**config.mk**
```make
export PLATFORM = sky130hd
export DESIGN_NAME = rxchk_syncfsm
export DESIGN_NICKNAME = d
export VERILOG_FILES = /design/src/rtl/rxchk_pkg.sv /design/src/rtl/rxchk_syncfsm.sv
export SDC_FILE = /design/constraint.sdc
export NUM_CORES = 1
export LEC_CHECK = 0
export BUFFER_PORTS_ARGS = -buffer_cell sky130_fd_sc_hd__buf_2
export CAP_MARGIN = 25
export CORE_ASPECT_RATIO = 0.75
export CORE_MARGIN = 4
export CORE_UTILIZATION = 30
export DETAILED_ROUTE_END_ITERATION = 12
export GPL_ROUTABILITY_DRIVEN = 0
export PLACE_DENSITY_LB_ADDON = 0.15
export RECOVER_POWER = 50
export SYNTH_ARGS = -nofsm -noshare
export SYNTH_HDL_FRONTEND = slang
export SYNTH_SLANG_ARGS = --single-unit
```
**constraint.sdc**
```tcl
create_clock -name clk_i -period 2.9 [get_ports clk_i]
set_input_delay 0.29 -clock clk_i [delete_from_list [all_inputs] [get_ports clk_i]]
set_output_delay 0.29 -clock clk_i [all_outputs]
set_load 0.02 [all_outputs]
```
**src/rtl/rxchk_pkg.sv**
```systemverilog
package rxchk_pkg;
  localparam int unsigned PAT_W = 32;
  localparam int unsigned FLD_W = $clog2(PAT_W);

  typedef struct packed {
    logic             fixed;
    logic             rep;
    logic [FLD_W-1:0] len;
    logic [FLD_W-1:0] tap;
    logic [PAT_W-1:0] word;
  } pat_cfg_t;
endpackage

```
**src/rtl/rxchk_syncfsm.sv**
```systemverilog
module rxchk_syncfsm import rxchk_pkg::*; #(
  parameter int unsigned WIN_BITS  = 64,
  parameter int unsigned LOSS_ERRS = 6,
  parameter int unsigned PRBS_GOOD = 32
) (
  input  logic             clk_i,
  input  logic             rst_ni,
  input  logic             drop_i,
  input  logic             step_i,
  input  logic             miss_i,
  input  logic             auto_off_i,
  input  logic             rep_i,
  input  logic [FLD_W-1:0] len_i,
  output logic             sync_o
);
  localparam int unsigned WIN_W  = $clog2(WIN_BITS);
  localparam int unsigned HUNT_W = $clog2(2 * PAT_W + 1);
  localparam int unsigned ERR_W  = $clog2(LOSS_ERRS + 1);

  logic [HUNT_W-1:0] hunt_q, hunt_inc, target;
  logic [WIN_W-1:0]  win_q;
  logic [ERR_W-1:0]  errs_q, errs_inc;
  logic              locked, lost, win_end;

  always_comb begin
    target   = rep_i ? ((HUNT_W'(len_i) + HUNT_W'(1)) << 1) : HUNT_W'(PRBS_GOOD);
    hunt_inc = hunt_q + HUNT_W'(1);
    locked   = !miss_i && (hunt_inc >= target);
    errs_inc = (miss_i && errs_q != ERR_W'(LOSS_ERRS)) ? errs_q + ERR_W'(1) : errs_q;
    lost     = miss_i && !auto_off_i && (errs_inc == ERR_W'(LOSS_ERRS));
    win_end  = (win_q == WIN_W'(WIN_BITS - 1));
  end

  always_ff @(posedge clk_i or negedge rst_ni) begin
    if (!rst_ni) begin
      sync_o <= 1'b0;
      hunt_q <= '0;
      win_q  <= '0;
      errs_q <= '0;
    end else if (drop_i) begin
      sync_o <= 1'b0;
      hunt_q <= '0;
      win_q  <= '0;
      errs_q <= '0;
    end else if (step_i) begin
      if (!sync_o) begin
        if (miss_i) begin
          hunt_q <= '0;
        end else if (locked) begin
          sync_o <= 1'b1;
          hunt_q <= '0;
          win_q  <= '0;
          errs_q <= '0;
        end else begin
          hunt_q <= hunt_inc;
        end
      end else begin
        win_q  <= win_q + WIN_W'(1);
        errs_q <= win_end ? '0 : errs_inc;
        if (lost) begin
          sync_o <= 1'b0;
          hunt_q <= '0;
        end
      end
    end
  end
endmodule

```
==> flow_summary.ini <==
[floorplan]
die_w_um = 84.1
fp-row-count = 20
start_util_pct = 31.5
die_h_um = 65.0
io_pins = 13
die_area_sq_um = 5470
core_area_sq_um = 4130

[cells_and_area]
utilization_pct = 35.6
layout-drive-gt1-share_pct = 14.7
nNetsFinal = 187
area_growth_pct = 13.1
n_antenna_cell = 0

[timing]
rsz0062_at_grt = false
hold_viol = 0
skew_ns = 0.00438
slew_headroom_pct = 36.9
drv_slew = 0
timing.fmax_ghz = 0.407
worst_slew_pin_slew_ns = 0.947
fin_crit_sh_pct = 84.7
setup_tns_ns = 0
setup_viol = 0
post-route-min-period_ns = 2.46

[power_and_ir_drop]
combPwrFrac_pct = 15.1
seqPwrFrac_pct = 49.6
p_int_w = 0.000368
clock_power_share_pct = 35.3
p_leak_nw = 0.689
switching_share_pct = 27.6
peakVddDrop_mv = 0.153
powerDensity_nw_per_um2 = 345
p_switching_w = 0.000140

[grt]
grt_first_pass_wirelength_um = 4950
grt_pass1_vias = 1029
overflow = 0
track_usage_pct = 11.4
antenna_found_initial = 0
grt_max_degree = 18

[cts]
cts-htree-levels = 1
cts_tree = yes
clk_pin_slew_worst_paths_ns = 0.07
cts_resized = 0
cts.path.max_buffers = 2
worstSkewPairLatency_ns = 0.25
clock-sinks = 17
clock_tree.root_cell = clkbuf_8
cts_buffers = 3

[synth]
synth-async-reset-ratio_pct = 100
synth_mux_area_share_pct = 0
synth_nets = 172
synth_top_area_share_pct = 32.7
ys_warn_count = 0
ys_top_cells_by_count = 18 x nand2_1, 17 x dfrtp_1, 11 x ha_1, 11 x nand3_1, 10 x inv_1
yosys.area_share.simple_pct = 23.8
synth_xor_area_share_pct = 5.38
synth_top_family_by_area = simple AND/OR/NAND/NOR gates
postSynthCellCount = 149
netlist_area_sq_um = 1300
synth_top_area_cell = dfrtp_1
synthAdderAreaFrac_pct = 10.6
ys_top_cells_by_area = dfrtp_1 33%, ha_1 11%, nand2_1 5.2%
ys.flop_type = dfrtp_1
ys_ff_latch = 17
synth.most_common_cell = nand2_1
synth_compound_area_share_pct = 23.6
syn_area_per_cell_sq_um = 8.73
ys_seq_area_share_pct = 32.7
synth-edff-count = 0
netlist-cell-type-count = 40

[outcome]
status = finished clean

[detailed_routing]
ant_nets = 0
drt_iter0_drc = 62
vias = 1092
drc = 0
drt-total-wl_um = 2760
wl_per_cell_um = 12.7
dr.pass1.iters = 4
vias_per_cell = 5.01

[worst_setup_path]
worstPathRequired_ns = 3.07
crit_path_max_fanout = 6
crit_arrival_ns = 2.63
crit_type = register to register
worst_setup_path_start_kind = register
critPathCaptureType = register

[run]
drv_cap = 0

[min_path]
hold_class = primary input to register

[placement]
place_hpwl_um = 2220
io_buffers = 12
[critical path: stages (launching register included)]
cell and delay, ns:
dfrtp_1 0.43, ha_1 0.29, nand3_1 0.13, xor2_1 0.19, inv_1 0.06, ha_1 0.19, a21o_1 0.15, a21o_1 0.23
a211oi_2 0.33, nand2_2 0.16, a41oi_1 0.22
[cell usage in the layout, fill, tap and decap left out, types with 2 or more instances in the layout]
cell type	count
a21o_1	4
a21oi_1	9
a31oi_1	5
a41oi_1	5
buf_2	11
clkbuf_8	3
dfrtp_1	17
ha_1	11
inv_1	10
nand2_1	18
nand2b_1	3
nand3_1	11
nor2_1	7
nor2b_1	2
nor3_1	3
o21ai_0	9
o21ai_1	2
or4_1	2
xnor2_1	3
xor2_1	5
[through the flow]
| step | hold WS (ns) | worst slack [ns] | cell area (sq um) | power (W) | instances |
|---|---|---|---|---|---|
| 6_report | 0.311 | 0.443 | 1470 | 0.000508 | 218 |
| 5_1_grt | 0.328 | 0.202 | 1470 | 0.000544 | 218 |
| 4_1_cts | 0.303 | 0.448 | 1470 | 0.000517 | 218 |
| 3_5_place_dp | 0.241 | 0.445 | 1420 | 0.000332 | 213 |
| 3_3_place_gp | 0.237 | 0.479 | 1420 | 0.000331 | 213 |
| 2_1_floorplan | -0.00559 | 0.714 | 1300 | 0.000303 | 149 |
[path summary, 6_finish.rpt]
check	startpoint	endpoint	slack, ns	cells after the start
min in group asynchronous	rst_ni	errs_q[0]$_DFFE_PN0P_	0.70	2
max reg2reg	hunt_q[0]$_DFFE_PN0P_	win_q[5]$_DFFE_PN0P_	0.44	10
max	hunt_q[0]$_DFFE_PN0P_	win_q[5]$_DFFE_PN0P_	0.44	10
min reg2reg	win_q[5]$_DFFE_PN0P_	win_q[5]$_DFFE_PN0P_	0.52	1
min	drop_i	sync_o$_DFFE_PN0P_	0.31	2
max in group asynchronous	rst_ni	win_q[3]$_DFFE_PN0P_	1.63	2
[logic make-up after synthesis]
logic type	Yosys count
buffers and inverters	13
AND/OR/NAND/NOR	58
adder cells (fa/ha/maj)	11
XOR/XNOR	8
flip-flops	17
AO/OA/AOI/OAI	42
[final cells by class]
class | instances | area [sq um]
clock buffer | 3 | 41.3
clock inverter | 1 | 5.00
fill | 422 | 2660
inverter | 10 | 37.5
multi-input combinational | 119 | 825
sequential | 17 | 425
tap | 55 | 68.8
timing repair buffer | 13 | 68.8
[layer usage]
metal | track usage [%] | vias to the layer above | wire (um)
li1 | - | 572 | -
met1 | 18.1 | 499 | 1600
met2 | 15.1 | 19 | 1050
met3 | 3.43 | 2 | 95
met4 | 1.20 | 0 | 7
met5 | 0 | - | 0
[power by group through the flow]
stage / logic [W] / clock network [W] / registers (W)
floorplan: 0.0000476 / 0 / 0.000255
global route: 0.0000894 / 0.000200 / 0.000254
finish: 0.0000768 / 0.000179 / 0.000252
CTS: 0.0000776 / 0.000188 / 0.000252
detailed placement: 0.0000756 / 0 / 0.000256
global placement: 0.0000739 / 0 / 0.000257
[flip-flops by register name, indices dropped and copies added (netlist names)]
| register | flops |
|---|---|
| win_q | 6 |
| errs_q | 3 |
| hunt_q | 7 |
| sync_o | 1 |
[what timing repair did]
item | 4_1_cts | 5_1_grt
setup buffers | 0 | 0
endpoints found under the hold margin | 17 | 0
hold buffers | 1 | 0
Note: power is estimated with default switching activity, not from simulation.
